$ cat src/rtl/coal_pkg.sv
package coal_pkg;
  typedef enum logic {
    ST_IDLE = 1'b0,
    ST_BUSY = 1'b1
  } coal_state_e;
endpackage

$ cat src/rtl/coal_lane_store.sv
module coal_lane_store #(
  parameter int LANES = 32,
  parameter int TAG_W = 25
) (
  input  logic                   clk_i,
  input  logic                   rst_ni,
  input  logic                   load_i,
  input  logic [LANES*TAG_W-1:0] tags_i,
  input  logic [LANES-1:0]       mask_i,
  input  logic [LANES-1:0]       clear_i,
  output logic [LANES*TAG_W-1:0] tags_o,
  output logic [LANES-1:0]       pending_o
);
  logic [LANES*TAG_W-1:0] tags_q;
  logic [LANES-1:0]       pend_q;

  always_ff @(posedge clk_i or negedge rst_ni) begin
    if (!rst_ni) begin
      tags_q <= '0;
      pend_q <= '0;
    end else if (load_i) begin
      tags_q <= tags_i;
      pend_q <= mask_i;
    end else begin
      pend_q <= pend_q & ~clear_i;
    end
  end

  assign tags_o    = tags_q;
  assign pending_o = pend_q;

  // pending set only shrinks between loads
  p_pending_shrink_r4: assert property (@(posedge clk_i) disable iff (!rst_ni)
    !load_i |=> (pending_o & ~$past(pending_o)) == '0);
endmodule

$ cat src/rtl/coal_lead_pick.sv
module coal_lead_pick #(
  parameter int LANES = 32,
  localparam int IDX_W = $clog2(LANES)
) (
  input  logic [LANES-1:0] pending_i,
  output logic [LANES-1:0] onehot_o,
  output logic [IDX_W-1:0] idx_o,
  output logic             any_o
);
  logic [LANES:0] seen;
  assign seen[0] = 1'b0;

  for (genvar i = 0; i < LANES; i++) begin : g_chain
    assign onehot_o[i] = pending_i[i] & ~seen[i];
    assign seen[i+1]   = seen[i] | pending_i[i];
  end

  assign any_o = seen[LANES];

  always_comb begin
    idx_o = '0;
    for (int i = 0; i < LANES; i++) begin
      if (onehot_o[i]) idx_o = idx_o | IDX_W'(i);
    end
  end
endmodule

$ cat src/rtl/coal_seg_match.sv
module coal_seg_match #(
  parameter int LANES = 32,
  parameter int TAG_W = 25
) (
  input  logic [LANES*TAG_W-1:0] tags_i,
  input  logic [LANES-1:0]       pending_i,
  input  logic [TAG_W-1:0]       lead_tag_i,
  output logic [LANES-1:0]       hit_o
);
  for (genvar i = 0; i < LANES; i++) begin : g_cmp
    assign hit_o[i] = pending_i[i] && (tags_i[i*TAG_W +: TAG_W] == lead_tag_i);
  end
endmodule

$ cat src/rtl/warp_coalescer.sv
module warp_coalescer
  import coal_pkg::*;
#(
  parameter int LANES     = 32,
  parameter int ADDR_W    = 32,
  parameter int SEG_BYTES = 128,
  localparam int SEG_LSB  = $clog2(SEG_BYTES),
  localparam int TAG_W    = ADDR_W - SEG_LSB,
  localparam int IDX_W    = $clog2(LANES),
  localparam int CNT_W    = $clog2(LANES + 1)
) (
  input  logic                    clk_i,
  input  logic                    rst_ni,
  input  logic                    req_valid_i,
  output logic                    req_ready_o,
  input  logic [LANES*ADDR_W-1:0] req_addr_i,
  input  logic [LANES-1:0]        req_mask_i,
  output logic                    txn_valid_o,
  input  logic                    txn_ready_i,
  output logic [ADDR_W-1:0]       txn_base_o,
  output logic [LANES-1:0]        txn_lanes_o,
  output logic [CNT_W-1:0]        txn_count_o,
  output logic                    done_o
);
  coal_state_e            state_q, state_d;
  logic [CNT_W-1:0]       count_q;
  logic                   done_q;
  logic [LANES*TAG_W-1:0] tags_in, tags_st;
  logic [LANES-1:0]       pending, lead_oh, hits, clear;
  logic [IDX_W-1:0]       lead_idx;
  logic                   lead_any;
  logic [TAG_W-1:0]       lead_tag;
  logic [LANES*SEG_LSB-1:0] unused_low;
  logic                   accept, hs, last;

  for (genvar i = 0; i < LANES; i++) begin : g_tag
    assign tags_in[i*TAG_W +: TAG_W]       = req_addr_i[i*ADDR_W+SEG_LSB +: TAG_W];
    assign unused_low[i*SEG_LSB +: SEG_LSB] = req_addr_i[i*ADDR_W +: SEG_LSB];
  end

  assign req_ready_o = (state_q == ST_IDLE);
  assign accept      = req_valid_i & req_ready_o;
  assign txn_valid_o = (state_q == ST_BUSY) & lead_any;
  assign hs          = txn_valid_o & txn_ready_i;
  assign clear       = hs ? hits : '0;
  assign last        = hs && ((pending & ~hits) == '0);

  coal_lane_store #(.LANES(LANES), .TAG_W(TAG_W)) u_store (
    .clk_i    (clk_i),
    .rst_ni   (rst_ni),
    .load_i   (accept),
    .tags_i   (tags_in),
    .mask_i   (req_mask_i),
    .clear_i  (clear),
    .tags_o   (tags_st),
    .pending_o(pending)
  );

  coal_lead_pick #(.LANES(LANES)) u_pick (
    .pending_i(pending),
    .onehot_o (lead_oh),
    .idx_o    (lead_idx),
    .any_o    (lead_any)
  );

  assign lead_tag = tags_st[lead_idx*TAG_W +: TAG_W];

  coal_seg_match #(.LANES(LANES), .TAG_W(TAG_W)) u_match (
    .tags_i    (tags_st),
    .pending_i (pending),
    .lead_tag_i(lead_tag),
    .hit_o     (hits)
  );

  assign txn_base_o  = {lead_tag, {SEG_LSB{1'b0}}};
  assign txn_lanes_o = hits;

  always_comb begin
    state_d = state_q;
    unique case (state_q)
      ST_IDLE: if (accept && (req_mask_i != '0)) state_d = ST_BUSY;
      ST_BUSY: if (last) state_d = ST_IDLE;
      default: state_d = ST_IDLE;
    endcase
  end

  always_ff @(posedge clk_i or negedge rst_ni) begin
    if (!rst_ni) begin
      state_q <= ST_IDLE;
      count_q <= '0;
      done_q  <= 1'b0;
    end else begin
      state_q <= state_d;
      done_q  <= (accept && (req_mask_i == '0)) || last;
      if (accept)  count_q <= '0;
      else if (hs) count_q <= count_q + 1'b1;
    end
  end

  assign txn_count_o = count_q;
  assign done_o      = done_q;

  p_no_accept_busy_r8: assert property (@(posedge clk_i) disable iff (!rst_ni)
    txn_valid_o |-> !req_ready_o);
  p_hold_r7: assert property (@(posedge clk_i) disable iff (!rst_ni)
    txn_valid_o && !txn_ready_i |=> txn_valid_o && $stable(txn_base_o) && $stable(txn_lanes_o));
  p_done_quiet_r9: assert property (@(posedge clk_i) disable iff (!rst_ni)
    done_o |-> !txn_valid_o);
  p_disjoint_r6: assert property (@(posedge clk_i) disable iff (!rst_ni)
    txn_valid_o && txn_ready_i |=> (txn_lanes_o & $past(txn_lanes_o)) == '0);
  p_leader_served_r6: assert property (@(posedge clk_i) disable iff (!rst_ni)
    txn_valid_o |-> $onehot0(lead_oh) && ((lead_oh & ~txn_lanes_o) == '0));
  p_count_bound_r10: assert property (@(posedge clk_i) disable iff (!rst_ni)
    txn_count_o <= CNT_W'(LANES));
endmodule

$ cat config.mk
export PLATFORM = sky130hd
export DESIGN_NAME = warp_coalescer
export DESIGN_NICKNAME = d
export VERILOG_FILES = /design/src/rtl/coal_pkg.sv /design/src/rtl/coal_lane_store.sv /design/src/rtl/coal_lead_pick.sv /design/src/rtl/coal_seg_match.sv /design/src/rtl/warp_coalescer.sv
export SDC_FILE = /design/constraint.sdc
export NUM_CORES = 2
export LEC_CHECK = 0
export BUFFER_PORTS_ARGS = -buffer_cell sky130_fd_sc_hd__buf_2
export CORE_AREA = 2 2 436 438
export DETAILED_ROUTE_END_ITERATION = 10
export DIE_AREA = 0 0 438 440
export MAX_ROUTING_LAYER = met4
export PLACE_DENSITY = 0.48
export REMOVE_ABC_BUFFERS = 1
export SLEW_MARGIN = 0
export SYNTH_ARGS = -nofsm -noshare
export SYNTH_HDL_FRONTEND = slang
export SYNTH_SLANG_ARGS = --single-unit
$ cat constraint.sdc
create_clock -name clk_i -period 8.4 [get_ports clk_i]
set_input_delay 1.68 -clock clk_i [delete_from_list [all_inputs] [get_ports clk_i]]
set_output_delay 1.68 -clock clk_i [all_outputs]
set_load 0.02 [all_outputs]
==> flow_summary_export.csv <==
group,metric,value,unit
die,core_area,189000,µm²
timing,fin_worst_skew,59.7,ps
job,maxCapViolCount,0,
worst_setup_path,crit_slowest_cell,"or4_4",
synthesis,synth.most_common_cell,"nand2_1",
global_route,grt_max_degree,201,
timing,fmax,0.118,GHz
detailed_routing,totalWireLength,431000,µm
timing,tns,-278,ps
place,dp_worst_setup_slack,-916,ps
synthesis,async_reset_ff_share,100,%
power_and_ir_drop,power_density,292,nW/µm²
detailed_routing,wl_per_cell,37.4,µm
synthesis,synth_ff_type,"dfrtp_1",
finish,drive_gt1_share,27.4,%
die,die_width,438,µm
detailed_routing,final_antenna_net_count,0,
power_and_ir_drop,finalPower,22.0,mW
timing,hold_viol,0,
global_route,grt_pass1_vias,63200,
timing,fin_crit,8500,ps
detailed_routing,drtPass1Iterations,6,
finish,final.fill_count,19900,
synthesis,netlist_area,55600,µm²
finish,regArea,21000,µm²
run_status,failed_checks,"setup timing",
synthesis,ys_warn_count,0,
die,die_y,440,µm
finish,utilization,40.0,%
synthesis,synth_top_area_share,37.8,%
worst_setup_path,crit_buf_inv,12,
place,place_congestion,1.13,
die,start_util,29.5,%
clocking,ctsRootBufferMaster,"clkbuf_16",
clocking,clkTransAtPathRegs,70,ps
synthesis,netlist_instances,7359,
timing,max-slew-margin-rel,3.37,%
worst_setup_path,cp_max_fo,10,
clocking,cts_buffer_depth,3,
clocking,cts.htree.levels,3,
global_route,track_usage,44.4,%
global_route,grt-ovfl-total,0,
detailed_routing,drt_iter0_drc,9159,
worst_setup_path,crit_path_end_kind,"output pin",
worst_setup_path,start_kind,"flop",
worst_setup_path,max_stage_delay,560,ps
die,rows,160,
worst_setup_path,cpMostUsedCell,"buf_4",
worst_setup_path,cp_top_family,"buffers and inverters",
worst_setup_path,critical_path_class,"flop to output pin",
place,io_buffer_count,901,
global_route,grt_pass1_wl,561000,µm
finish,multi_input_area,33100,µm²
synthesis,synth-edff-count,0,
run_status,status,"finished with violations",
die,ios,1133,
synthesis,synth_cell_types,104,
timing,setup_viol,7,
timing,period_share,101,%
worst_setup_path,critPathArrivalTime,6820,ps
clocking,numCtsBuffers,97,
detailed_routing,avgViaCountPerCell,5.91,
clocking,cts.sinks,840,
synthesis,syn-mean-instance-area,7.55,µm²
worst_setup_path,crit_required,6720,ps
detailed_routing,via_count,68200,
timing,holdWs,482,ps
place,place_hpwl,353000,µm
synthesis,synth_area_leaders,"dfrtp_1, nand2_1, o21ai_0, a21oi_1, nand3_1",
finish,synthToLayoutAreaGrowth,35.8,%
global_route,antenna_found_initial,46,
synthesis,yosys.area.top_type,"dfrtp_1",
finish,final_nets,9977,
synthesis,ys_ff_latch,840,
power_and_ir_drop,vdd_drop_max,0.161,mV
timing,worstMarginPinSlew,1440,ps
worst_hold_path,hold_class,"flop to flop",
clocking,clock_latency,810,ps
synthesis,ys_seq_area_share,37.8,%
timing,drv_slew,0,
power_and_ir_drop,total_leakage_power,36.1,nW
synthesis,yosys-top-cells-count,"nand2_1, dfrtp_1, o21ai_0",
timing,setup_ws,-100,ps
detailed_routing,drcViolationCount,0,
clocking,cts_tree,"done",
die,dieArea,193000,µm²
clocking,hold_buffers,0,
-- final timing paths --
kind,start,cells past startpoint,to,slack (ps)
setup / recovery,u_store.pending_o[16],25,txn_lanes_o[24],-100
hold / removal,u_store.tags_o[9],2,u_store.tags_o[9],480
setup reg to reg,u_store.pending_o[1],22,done_o,1390
hold reg to reg,u_store.tags_o[9],2,u_store.tags_o[9],480
max in group asynchronous,rst_ni,3,u_store.tags_o[333],5760
min in group asynchronous,rst_ni,1,u_store.tags_o[288],880
-- layout by cell type (no fill, tap or decap), types with 33 or more instances in the layout --
cell	count
inv_1	87
o22ai_1	33
a211oi_1	88
a22oi_1	62
or3_1	231
xor2_1	89
and2_1	34
buf_12	122
nor4_1	54
a221oi_1	50
xnor2_1	177
dfrtp_1	834
a21o_1	41
buf_4	953
nand4_1	80
or4_1	45
diode_2	37
nor2_1	95
buf_2	896
a21boi_0	69
and3_1	109
o21ai_0	471
clkbuf_16	103
mux2i_1	137
nand3_1	321
nor3_1	129
nand2_1	2544
a21oi_1	316
-- tightest hold or removal path, stage by stage, from the launching register on --
cell,delay [ps]
dfrtp_1,340
nand2_1,50
nand2_1,60
-- timing repair --
item                       4_1_cts  5_1_grt
gates cloned                     4        2
buffers inserted                25       32
pin swaps                       18       33
resized for setup              144      141
setup endpoints to repair       33       31
-- final cells by class --
cell class,count,share of cell area (%)
well taps,2511,4.16
flip-flops and latches,840,27.9
inverters,93,0.467
diodes,37,0.123
clock inverters,35,0.466
multi-input cells,5882,43.9
repair buffers,2002,19.3
clock buffers,133,3.71
-- state kept, by name, indices dropped and copies added (netlist names) --
| signal | count |
|---|---|
| state_q | 1 |
| u_store.tags_o | 800 |
| done_o | 1 |
| u_store.pending_o | 32 |
| txn_count_o | 6 |
-- through the flow --
| stage | instance area [µm²] | instances |
|---|---|---|
| global route | 75500 | 11500 |
| finish | 75500 | 11500 |
| floorplan | 53100 | 6814 |
| global placement | 70300 | 11300 |
| detailed placement | 70300 | 11300 |
| CTS | 74400 | 11500 |
-- routing by layer --
metal / vias up / wire (µm) / track usage [%]
met4: 0 / 36900 / 30.1
met2: 4124 / 179000 / 62.9
met3: 1020 / 40000 / 10.2
met5: - / 0 / -
li1: 28900 / - / -
met1: 34100 / 175000 / 55.9
-- report_power, final --
group | internal [mW] | switching (mW) | total [mW] | leakage, nW
Clock | 2.48 | 1.87 | 4.35 | 1.56
Sequential | 4.53 | 1.05 | 5.58 | 10.5
Combinational | 4.58 | 7.50 | 12.1 | 24.0
Total | 11.6 | 10.4 | 22.0 | 36.1
-- kinds of logic (layout without fill, tap and decap cells) --
kind of cell               Yosys count  after routing  synth area share (%)
other                                1             44               0.00675
buffers and inverters              644           2263                  5.11
xor gates and xnor gates           271            271                  4.27
DFF                                840            840                  37.8
and+or+nand+nor                   3890           3891                  31.5
muxes                              166            166                  3.05
AOI/OAI and AO/OA                 1546           1546                  18.2
adders and majority gates            1              1                0.0225
(Power assumes the default switching activity.)
